<file path="config.mk">
export PLATFORM = sky130hd
export DESIGN_NAME = dlc_ctrl
export DESIGN_NICKNAME = d
export VERILOG_FILES = /design/src/rtl/dlc_pkg.sv /design/src/rtl/dlc_evt_pick.sv /design/src/rtl/dlc_xition.sv /design/src/rtl/dlc_ctrl_tbl.sv /design/src/rtl/dlc_ctrl.sv
export SDC_FILE = /design/constraint.sdc
export NUM_CORES = 1
export LEC_CHECK = 0
export BUFFER_PORTS_ARGS = -buffer_cell sky130_fd_sc_hd__buf_4
export CAP_MARGIN = 20
export CELL_PAD_IN_SITES_DETAIL_PLACEMENT = 2
export CELL_PAD_IN_SITES_GLOBAL_PLACEMENT = 2
export CORE_ASPECT_RATIO = 2
export CORE_MARGIN = 5
export CORE_UTILIZATION = 38
export CTS_BUF_LIST = sky130_fd_sc_hd__clkbuf_4
export CTS_CLUSTER_DIAMETER = 60
export DETAILED_ROUTE_END_ITERATION = 10
export PLACE_DENSITY = 0.93
export SYNTH_ARGS = -nofsm -noshare
export SYNTH_HDL_FRONTEND = slang
export SYNTH_HIERARCHICAL = 1
export SYNTH_SLANG_ARGS = --single-unit
</file>
<file path="constraint.sdc">
create_clock -name clk -period 4.1 [get_ports clk]
set_input_delay 0.82 -clock clk [delete_from_list [all_inputs] [get_ports clk]]
set_output_delay 0.82 -clock clk [all_outputs]
set_load 0.02 [all_outputs]
</file>
<file path="src/rtl/dlc_pkg.sv">
package dlc_pkg;

  localparam int EVT_N = 11;
  localparam int EVW   = $clog2(EVT_N + 1);
  localparam int STW   = 3;

  typedef enum logic [STW-1:0] {
    ST_DOWN   = 3'd0,
    ST_STARTW = 3'd1,
    ST_IDLE   = 3'd2,
    ST_SWCLN  = 3'd3,
    ST_HWCLN  = 3'd4,
    ST_HALTW  = 3'd5,
    ST_RUN    = 3'd6
  } dlc_state_e;

  // event numbers; lower number has priority
  localparam logic [EVW-1:0] EV_GO_DOWN  = EVW'(0);
  localparam logic [EVW-1:0] EV_GO_START = EVW'(1);
  localparam logic [EVW-1:0] EV_STARTED  = EVW'(2);
  localparam logic [EVW-1:0] EV_GO_RUN   = EVW'(3);
  localparam logic [EVW-1:0] EV_SW_CLEAN = EVW'(4);
  localparam logic [EVW-1:0] EV_HW_CLEAN = EVW'(5);
  localparam logic [EVW-1:0] EV_HALTED   = EVW'(6);
  localparam logic [EVW-1:0] EV_GO_IDLE  = EVW'(7);
  localparam logic [EVW-1:0] EV_ERR_A    = EVW'(8);
  localparam logic [EVW-1:0] EV_ERR_B    = EVW'(9);
  localparam logic [EVW-1:0] EV_TICK     = EVW'(10);
  localparam logic [EVW-1:0] EV_NONE     = '1;

  typedef struct packed {
    logic en;
    logic irq;
    logic halt;
    logic drain;
  } dlc_ctrl_t;

  typedef struct packed {
    logic done;
    logic swcl;
    logic hwcl;
    logic start;
  } dlc_strb_t;

endpackage

</file>
<file path="src/rtl/dlc_evt_pick.sv">
module dlc_evt_pick #(
  parameter int N   = 11,
  parameter int IW  = $clog2(N + 1)
) (
  input  logic [N-1:0]  evt_i,
  output logic          valid_o,
  output logic [IW-1:0] idx_o
);

  always_comb begin
    valid_o = 1'b0;
    idx_o   = '0;
    for (int i = N - 1; i >= 0; i--) begin
      if (evt_i[i]) begin
        valid_o = 1'b1;
        idx_o   = IW'(i);
      end
    end
  end

  // winner is a raised bit with no raised bit below it
  always_comb begin
    if (valid_o) begin
      lowest_win_chk: assert (evt_i[idx_o] &&
        ((evt_i & ((N'(1) << idx_o) - N'(1))) == '0));
    end
  end

endmodule

</file>
<file path="src/rtl/dlc_xition.sv">
module dlc_xition
  import dlc_pkg::*;
(
  input  dlc_state_e       cur_i,
  input  logic             flag_i,
  input  logic             valid_i,
  input  logic [EVW-1:0]   idx_i,
  output dlc_state_e       nxt_o,
  output logic             flag_o,
  output dlc_strb_t        strb_o,
  output logic             hit_o
);

  logic waiting;

  always_comb begin
    waiting = (cur_i != ST_DOWN) && (cur_i != ST_RUN);
    nxt_o   = cur_i;
    flag_o  = flag_i;
    strb_o  = '0;
    hit_o   = 1'b0;
    if (valid_i) begin
      unique case (cur_i)
        ST_DOWN: begin
          if (idx_i == EV_GO_START) begin
            nxt_o = ST_STARTW; hit_o = 1'b1;
          end else if (idx_i == EV_GO_RUN) begin
            nxt_o = ST_STARTW; flag_o = 1'b1; hit_o = 1'b1;
          end else if (idx_i == EV_SW_CLEAN) begin
            strb_o.done = 1'b1; hit_o = 1'b1;
          end
        end
        ST_STARTW: begin
          if (idx_i == EV_STARTED) begin
            nxt_o = flag_i ? ST_RUN : ST_IDLE; hit_o = 1'b1;
          end else if (idx_i == EV_GO_DOWN) begin
            nxt_o = ST_DOWN; strb_o.done = 1'b1; hit_o = 1'b1;
          end
        end
        ST_IDLE: begin
          if (idx_i == EV_GO_RUN) begin
            nxt_o = ST_RUN; flag_o = 1'b1; hit_o = 1'b1;
          end else if (idx_i == EV_GO_DOWN) begin
            nxt_o = ST_DOWN; strb_o.done = 1'b1; hit_o = 1'b1;
          end
        end
        ST_RUN: begin
          if (idx_i == EV_GO_IDLE) begin
            nxt_o = ST_HALTW; flag_o = 1'b0; hit_o = 1'b1;
          end else if (idx_i == EV_ERR_A || idx_i == EV_HALTED) begin
            nxt_o = ST_SWCLN; strb_o.swcl = 1'b1; hit_o = 1'b1;
          end else if (idx_i == EV_ERR_B) begin
            nxt_o = ST_HALTW; hit_o = 1'b1;
          end else if (idx_i == EV_GO_DOWN) begin
            nxt_o = ST_DOWN; strb_o.swcl = 1'b1; hit_o = 1'b1;
          end
        end
        ST_HALTW: begin
          if (idx_i == EV_HALTED) begin
            nxt_o = ST_HWCLN; strb_o.hwcl = 1'b1; hit_o = 1'b1;
          end else if (idx_i == EV_GO_DOWN) begin
            nxt_o = ST_DOWN; strb_o.swcl = 1'b1; hit_o = 1'b1;
          end
        end
        ST_HWCLN: begin
          if (idx_i == EV_HW_CLEAN) begin
            nxt_o = ST_SWCLN; strb_o.swcl = 1'b1; hit_o = 1'b1;
          end else if (idx_i == EV_GO_DOWN) begin
            nxt_o = ST_DOWN; strb_o.swcl = 1'b1; hit_o = 1'b1;
          end
        end
        ST_SWCLN: begin
          if (idx_i == EV_SW_CLEAN) begin
            nxt_o = ST_STARTW; strb_o.start = 1'b1; hit_o = 1'b1;
          end else if (idx_i == EV_GO_DOWN) begin
            nxt_o = ST_DOWN; hit_o = 1'b1;
          end
        end
        default: begin
          nxt_o = ST_DOWN;
        end
      endcase
      // flag edits that leave the state alone
      if (waiting && cur_i != ST_IDLE && idx_i == EV_GO_RUN) begin
        flag_o = 1'b1; hit_o = 1'b1;
      end
      if (waiting && idx_i == EV_GO_IDLE) begin
        flag_o = 1'b0; hit_o = 1'b1;
      end
    end
  end

endmodule

</file>
<file path="src/rtl/dlc_ctrl_tbl.sv">
module dlc_ctrl_tbl
  import dlc_pkg::*;
#(
  parameter bit HALT_IN_CLEAN = 1'b1
) (
  input  dlc_state_e st_i,
  output dlc_ctrl_t  ctrl_o
);

  logic clean_halt;

  generate
    if (HALT_IN_CLEAN) begin : g_hold
      assign clean_halt = (st_i == ST_SWCLN) || (st_i == ST_HWCLN);
    end else begin : g_free
      assign clean_halt = 1'b0;
    end
  endgenerate

  always_comb begin
    ctrl_o = '0;
    unique case (st_i)
      ST_RUN:   begin ctrl_o.en = 1'b1; ctrl_o.irq = 1'b1; end
      ST_HALTW: begin ctrl_o.halt = 1'b1; ctrl_o.drain = 1'b1; end
      default:  ctrl_o.halt = clean_halt;
    endcase
  end

endmodule

</file>
<file path="src/rtl/dlc_ctrl.sv">
module dlc_ctrl
  import dlc_pkg::*;
(
  input  logic                 clk,
  input  logic                 rst_n,
  input  logic [EVT_N-1:0]     evt_i,
  output logic                 eng_en_o,
  output logic                 eng_irq_en_o,
  output logic                 eng_halt_o,
  output logic                 eng_drain_o,
  output logic                 go_run_o,
  output logic                 start_req_o,
  output logic                 hwclean_req_o,
  output logic                 swclean_req_o,
  output logic                 down_done_o,
  output logic [STW-1:0]       state_o,
  output logic [STW-1:0]       prev_state_o,
  output logic [EVW-1:0]       last_evt_o
);

  dlc_state_e     state_q, state_d, prev_q, prev_d;
  logic           flag_q, flag_d;
  dlc_ctrl_t      ctrl_q, ctrl_d;
  dlc_strb_t      strb_q, strb_d;
  logic [EVW-1:0] last_q, last_d;

  logic           ev_valid;
  logic [EVW-1:0] ev_idx;
  dlc_state_e     x_nxt;
  logic           x_flag;
  dlc_strb_t      x_strb;
  logic           x_hit;
  dlc_ctrl_t      tbl_ctrl;

  dlc_evt_pick #(.N(EVT_N), .IW(EVW)) u_pick (
    .evt_i   (evt_i),
    .valid_o (ev_valid),
    .idx_o   (ev_idx)
  );

  dlc_xition u_xition (
    .cur_i   (state_q),
    .flag_i  (flag_q),
    .valid_i (ev_valid),
    .idx_i   (ev_idx),
    .nxt_o   (x_nxt),
    .flag_o  (x_flag),
    .strb_o  (x_strb),
    .hit_o   (x_hit)
  );

  dlc_ctrl_tbl #(.HALT_IN_CLEAN(1'b1)) u_tbl (
    .st_i   (x_nxt),
    .ctrl_o (tbl_ctrl)
  );

  // next-state process with explicit enables
  always_comb begin
    state_d = state_q;
    flag_d  = flag_q;
    ctrl_d  = ctrl_q;
    prev_d  = prev_q;
    last_d  = last_q;
    strb_d  = '0;
    if (x_hit) begin
      state_d = x_nxt;
      flag_d  = x_flag;
      ctrl_d  = tbl_ctrl;
      strb_d  = x_strb;
      last_d  = ev_idx;
      if (x_nxt != state_q) prev_d = state_q;
    end
  end

  always_ff @(posedge clk or negedge rst_n) begin
    if (!rst_n) begin
      state_q <= ST_DOWN;
      prev_q  <= ST_DOWN;
      flag_q  <= 1'b0;
      ctrl_q  <= '0;
      strb_q  <= '0;
      last_q  <= EV_NONE;
    end else begin
      state_q <= state_d;
      prev_q  <= prev_d;
      flag_q  <= flag_d;
      ctrl_q  <= ctrl_d;
      strb_q  <= strb_d;
      last_q  <= last_d;
    end
  end

  assign eng_en_o      = ctrl_q.en;
  assign eng_irq_en_o  = ctrl_q.irq;
  assign eng_halt_o    = ctrl_q.halt;
  assign eng_drain_o   = ctrl_q.drain;
  assign go_run_o      = flag_q;
  assign start_req_o   = strb_q.start;
  assign hwclean_req_o = strb_q.hwcl;
  assign swclean_req_o = strb_q.swcl;
  assign down_done_o   = strb_q.done;
  assign state_o       = state_q;
  assign prev_state_o  = prev_q;
  assign last_evt_o    = last_q;


  strb_onehot_chk: assert property (@(posedge clk) disable iff (!rst_n)
    $onehot0(strb_q));


  run_ctrl_chk: assert property (@(posedge clk) disable iff (!rst_n)
    (state_q == ST_RUN) |-> (ctrl_q.en && ctrl_q.irq && !ctrl_q.halt));


  halt_ctrl_chk: assert property (@(posedge clk) disable iff (!rst_n)
    (state_q == ST_HALTW) |-> (ctrl_q.halt && ctrl_q.drain && !ctrl_q.en));


  start_req_chk: assert property (@(posedge clk) disable iff (!rst_n)
    start_req_o |-> (state_q == ST_STARTW && $past(state_q) == ST_SWCLN));


  done_chk: assert property (@(posedge clk) disable iff (!rst_n)
    down_done_o |-> (state_q == ST_DOWN));


  hwclean_chk: assert property (@(posedge clk) disable iff (!rst_n)
    hwclean_req_o |-> (state_q == ST_HWCLN && $past(state_q) == ST_HALTW));


  tick_chk: assert property (@(posedge clk) disable iff (!rst_n)
    (evt_i == (EVT_N'(1) << EV_TICK)) |=> ($stable(state_q) && strb_q == '0));

endmodule

</file>
### Word-level counts from Yosys, hierarchy flattened

Cells that the tools add are included.

| cells by class | value |
|---|---|
| order comparisons | 0 |
| mux-type cells | 76 |
| $mul | 0 |
| eq/ne operators | 24 |
| reductions and logical operators | 12 |
| shifts and indexed selects | 0 |
| $add $sub $neg | 0 |
| div/mod/pow operators | 0 |
| bitwise operators | 0 |

Operators with widths:

| operator | count |
|---|---|
| 4-bit two-way mux | 13 |
| 1-bit two-way mux | 43 |
| 3-bit two-way mux | 13 |
| 3-bit one-hot mux with 7 select lines | 1 |
| 3-bit equality test (second input constant) | 6 |
| 4-bit by 3-bit equality test with 1-bit output (second input constant) | 4 |
| 3-bit by 2-bit equality test with 1-bit output (second input constant) | 3 |
| 1-bit one-hot mux with 3 select lines | 3 |
| 4-bit by 2-bit equality test with 1-bit output (second input constant) | 2 |
| 4-bit equality test (second input constant) | 2 |
| 1-bit one-hot mux with 7 select lines | 1 |
| 5-bit AND reduction | 1 |
| 5-bit nonzero test | 1 |
| 4-bit by 1-bit equality test with 1-bit output (second input constant) | 1 |
| 1-bit logical AND | 4 |
| 4-bit zero test | 1 |
| 4-bit by 1-bit inequality test with 1-bit output (second input constant) | 1 |
| 4-bit inequality test (second input constant) | 1 |
| 3-bit by 1-bit equality test with 1-bit output (second input constant) | 1 |
| 3-bit zero test | 1 |
| 3-bit by 2-bit inequality test with 1-bit output (second input constant) | 1 |
| 3-bit inequality test | 1 |
| 3-bit inequality test (second input constant) | 1 |
| 3-bit nonzero test | 1 |
| other kinds (4) | 5 |

| word-level totals | value |
|---|---|
| memory bits (writable) | 0 |
| memories kept | 0 |
| flip-flop bits (word level) | 19 |
| ROM bits | 0 |
| word-level logic and storage cells | 124 |
| latch bits | 0 |
| output and inout port bits | 19 |

### Depth between registers and ports, before layout

| depth | value |
|---|---|
| depth after elaboration | 21 |
| gate-level depth with buffers | 13 |

### By module

The synthesis kept the hierarchy.

By module, submodules not included:

| module | cells each | times used | seq. area each (um2) | area each (um2) |
|---|---|---|---|---|
| dlc_xition | 113 | 1 | 0.0 | 832.0 |
| dlc_ctrl | 64 | 1 | 480.5 | 820.8 |
| dlc_evt_pick | 19 | 1 | 0.0 | 112.6 |
| dlc_ctrl_tbl | 6 | 1 | 0.0 | 38.8 |

### Least setup slack after synthesis

OpenSTA, ideal clock, no wires.

| path | value |
|---|---|
| path kind | input to register |
| from | input evt_i[8] |
| to | register ctrl_q (netlist bit eng_en_o) |
| path buffers | 3 |
| required time | 3975 ps |
| stages on the path | 12 |
| setup time | 125 ps |
| arrival | 3409 ps |
| slack | 567 ps |
| path through | nand2b_1 -> a221o_1 -> a221oi_2 -> buf_6 -> clkbuf_8 -> or3b_1 -> a211oi_1 -> nor4_1 -> o22ai_1 -> and3b_2 -> buf_4 -> mux2_2 |

RTL lines:

| item | RTL line | text |
|---|---|---|
| from (decl) | dlc_ctrl.sv:6 | `input logic [EVT_N-1:0] evt_i,` |
| to (signal assigned) | dlc_ctrl.sv:87 | `ctrl_q <= ctrl_d;` |
| to (decl) | dlc_ctrl.sv:23 | `dlc_ctrl_t ctrl_q, ctrl_d;` |

### Worst setup path in the final report

| path | value |
|---|---|
| from | input evt_i[4] |
| to | register prev_q[1] (netlist: prev_state_o[1]) |

| on the way | value |
|---|---|
| elaborated cells between the ends (all ways) | 54 |
| those cells by class | eq/ne (10); mux (39); reduce/logical (5) |

RTL lines:

| item | RTL line | text |
|---|---|---|
| 4-bit two-way mux (*) (5 in a row) | dlc_evt_pick.sv:14 | `if (evt_i[i]) begin` |
| via ev_idx[3] | dlc_ctrl.sv:28 | `logic [EVW-1:0] ev_idx;` |
| 4-bit zero test | -- |  |
| 3-bit two-way mux | -- |  |
| 3-bit two-way mux | dlc_xition.sv:52 | `end else if (idx_i == EV_ERR_B) begin` |
| 3-bit two-way mux | dlc_xition.sv:50 | `end else if (idx_i == EV_ERR_A \|\| idx_i == EV_HALTED) begin` |
| 3-bit two-way mux | dlc_xition.sv:48 | `if (idx_i == EV_GO_IDLE) begin` |
| 3-bit one-hot mux with 7 select lines (*) | dlc_xition.sv:23 | `unique case (cur_i)` |
| 3-bit two-way mux (*) | dlc_xition.sv:22 | `if (valid_i) begin` |
| via x_nxt[0] | dlc_ctrl.sv:29 | `dlc_state_e x_nxt;` |
| 3-bit inequality test (*) | dlc_ctrl.sv:71 | `if (x_nxt != state_q) prev_d = state_q;` |
| 2-bit AND reduction (no line) (*) | -- |  |
| to (signal assigned) | dlc_ctrl.sv:85 | `prev_q <= prev_d;` |
| to (decl) | dlc_ctrl.sv:21 | `dlc_state_e state_q, state_d, prev_q, prev_d;` |

The timed path passes the listed nets; every way through them passes the cells marked *.
A chain may end at the register's enable or synchronous reset.

==> run summary <==
PortBufs: 31
Overall routed net length: 6240 um
Crit-path max cell delay: 0.58 ns
Final setup fails: 0
RSZ-0062 raised after global routing: no
Most frequent cell on the critical path: buf_4
GRT Total Usage: 21.2%
Clock tree buffer depth: 2
Critical path's slowest cell: nor4_1
Sw Pwr: 467 uW
CTS Buf Count: 3
GR Overflow Total: 0
Number of inserted diodes: 0
Initial Util: 39.2%
Detail Placement HPWL: 4620 um
Routed via count: 1724
Die Y: 107 um
Worst path cell trace: buf_4, nor4_1, nand2_1, nor2_1, buf_4, or3b_1, a211oi_1, nor4_1, o22ai_1, buf_4, xnor2_1, a21oi_1, or3_1
Root Buffer: clkbuf_4
WP data arrival: 4.14 ns
Critical-path maximum fanout: 10
FMAX: 254 MHz
Startpoint types: primary input
Max Cap Violations: 0
Switching part of the total: 46.5%
Initial antenna violation count: 0
Max_slew headroom: 35.7%
Tcrit/Tclk final: 96.0%
Syn avg cell area: 8.93 um2
Vias in the first global route: 1914
Die width: 58.7 um
First-pass GRT wire length: 10200 um
DR DRC count: 0
Endpoint type of the worst setup path: flop
Core Region: 0.00460 mm2
Core Util, Final: 44.5%
Max Slew Vio Count: 0
Worst-margin pin slew: 0.965 ns
Yosys reg bits: 19
Io pins: 32
Fillcell total: 528
Number of distinct library cells after synthesis: 62
Most frequent cells in the layout: buf_4, nand2_1, dfrtp_1, nor2_1, mux2_2
Clk pin slew, worst setup/hold paths: 0.13 ns
Antenna-violating nets left: 0
Async S/R FF share, synth: 100%
DRT iter0 DRCs: 21
Largest net degree at the start of global routing: 28
Final estimated routing congestion in global placement: 0.868
Sequential share of the synthesized area: 26.6%
Die footprint: 0.00631 mm2
Avg WL per Cell: 22.0 um
Synth warn: 6
WP data required: 4.30 ns
Area Growth Syn to Fin: 13.5%
Design Power: 1010 uW
Final Hold Viols: 0
Comb pwr share: 60.7%
CTS sink cnt: 19
Critical path class: in2reg
Maximum vdd ir drop: 0.000313 V
Top FF cell, synth: dfrtp_1
Fin crit period: 3.93 ns
Worst-Skew Late Latency: 0.31 ns
Clk pwr share: 10.1%
Lkg Pwr: 0.000869 uW
Layout cells sized above 1: 31.9%
H-Tree Depth: 1
Internal: 538 uW
Drt pass-1 iters: 4
CTS tree: built
Sequential Power Share: 29.1%
Syn nets: 215
Mapped Area: 0.00180 mm2
Drt via density: 6.07
Post-CTS setup buffer count: 0
Post-cts sizing count: 0
Cell area power density: 491 mW/mm2
Hold-fix buffers at CTS: 0
Clk_skew: 0.0157 ns
Synthesized instance count: 202
Post-synth EDFFs: 0
Status: completed
Final nets: 243
Most common cell after layout, fill and taps aside: buf_4
Hold Worst Slack: 0.357 ns
Rows: 35
Hold Crit Class: in2async
==> metal layers <==
metal  up-vias  global-route usage [%]  part of all wire [%]  wire length (um)
li1        802                       -                     -                 -
met1       866                    23.0                    37              2280
met2        42                    38.4                    57              3560
met3        14                    2.28                   2.5               155
met4         0                    11.0                   4.0               252
met5         -                       0                     0                 0
==> sequential cells by signal, summed over array words and instances, names as in the netlist <==
register	flops
prev_state_o	3
state_o	3
down_done_o	1
go_run_o	1
eng_en_o	1
swclean_req_o	1
start_req_o	1
eng_drain_o	1
eng_halt_o	1
hwclean_req_o	1
eng_irq_en_o	1
last_evt_o	4
==> metrics by stage <==
stage / setup WS, ns / TNS, ns / cells / cell area, um2
4_1_cts: 0.250 / 0 / 284 / 2050
2_1_floorplan: 0.567 / 0 / 202 / 1800
6_report: 0.166 / 0 / 284 / 2050
3_3_place_gp: 0.174 / 0 / 280 / 2020
3_5_place_dp: -0.0780 / -0.170 / 280 / 2020
5_1_grt: 0.0364 / 0 / 284 / 2050
==> layout make-up <==
type	instances	area [um2]	area share, %
clock buffer	3	22.5	1.10
clock inverter	1	5.00	0.244
inverter	8	30.0	1.47
multi-input combinational	156	1100	53.8
sequential	19	480	23.5
tap	55	68.8	3.36
timing repair buffer	42	340	16.6
==> critical path, delay by kind of cell <==
family | cells | cell delay (ns)
simple gates | 6 | 2.08
buf+inv | 3 | 0.61
compound gates | 3 | 0.37
xor+xnor | 1 | 0.25
==> Yosys cell counts, types with 3 or more instances <==
cell,n,area share [%]
inv_1,8,1.7
nor4_1,10,3.5
o21ai_0,4,1.1
mux2_2,12,7.5
dfstp_2,4,5.8
nand2_1,18,3.7
nand3_1,4,1.1
nor2_1,14,2.9
xor2_1,4,1.9
or3_1,4,1.4
dfrtp_1,15,21
or2b_2,3,1.5
clkbuf_8,8,6.1
o221ai_1,3,1.5
xnor2_1,5,2.4
a21oi_1,7,1.9
buf_4,3,1.2
nor2b_1,4,1.4
buf_6,4,2.5
buf_2,3,0.83
a211oi_1,3,1.2
and2_1,5,1.7
nor3_1,4,1.1
==> cell families after synthesis <==
kind of cell	synth area share [%]
muxes	8.60
DFF	26.6
and+or+nand+nor	30.7
AOI/OAI and AO/OA	17.1
xor gates and xnor gates	4.37
buffers and inverters	12.6
==> worst paths after layout <==
| check | from | to | slack (ns) | cells past startpoint |
|---|---|---|---|---|
| setup reg to reg | state_o[2]$_DFFE_PN0P_ | prev_state_o[1]$_DFFE_PN0P_ | 1.02 | 8 |
| setup / recovery | evt_i[4] | prev_state_o[1]$_DFFE_PN0P_ | 0.17 | 13 |
| hold reg to reg | eng_en_o$_DFFE_PN0P_ | eng_en_o$_DFFE_PN0P_ | 0.53 | 1 |
| max in group asynchronous | rst_n | last_evt_o[0]$_DFFE_PN1P_ | 3.45 | 1 |
| hold / removal | rst_n | go_run_o$_DFFE_PN0P_ | 0.36 | 1 |
| min in group clk | eng_en_o$_DFFE_PN0P_ | eng_en_o$_DFFE_PN0P_ | 0.53 | 1 |
==> power groups by stage <==
stage	Sequential, uW	Clock (uW)	Combinational [uW]
final	293	102	611
after global routing	300	117	656
after CTS	293	107	610
after detailed placement	295	0	599
after global placement	293	0	576
after floorplan	312	0	395
No activity file was read; power rests on OpenSTA's default activity.
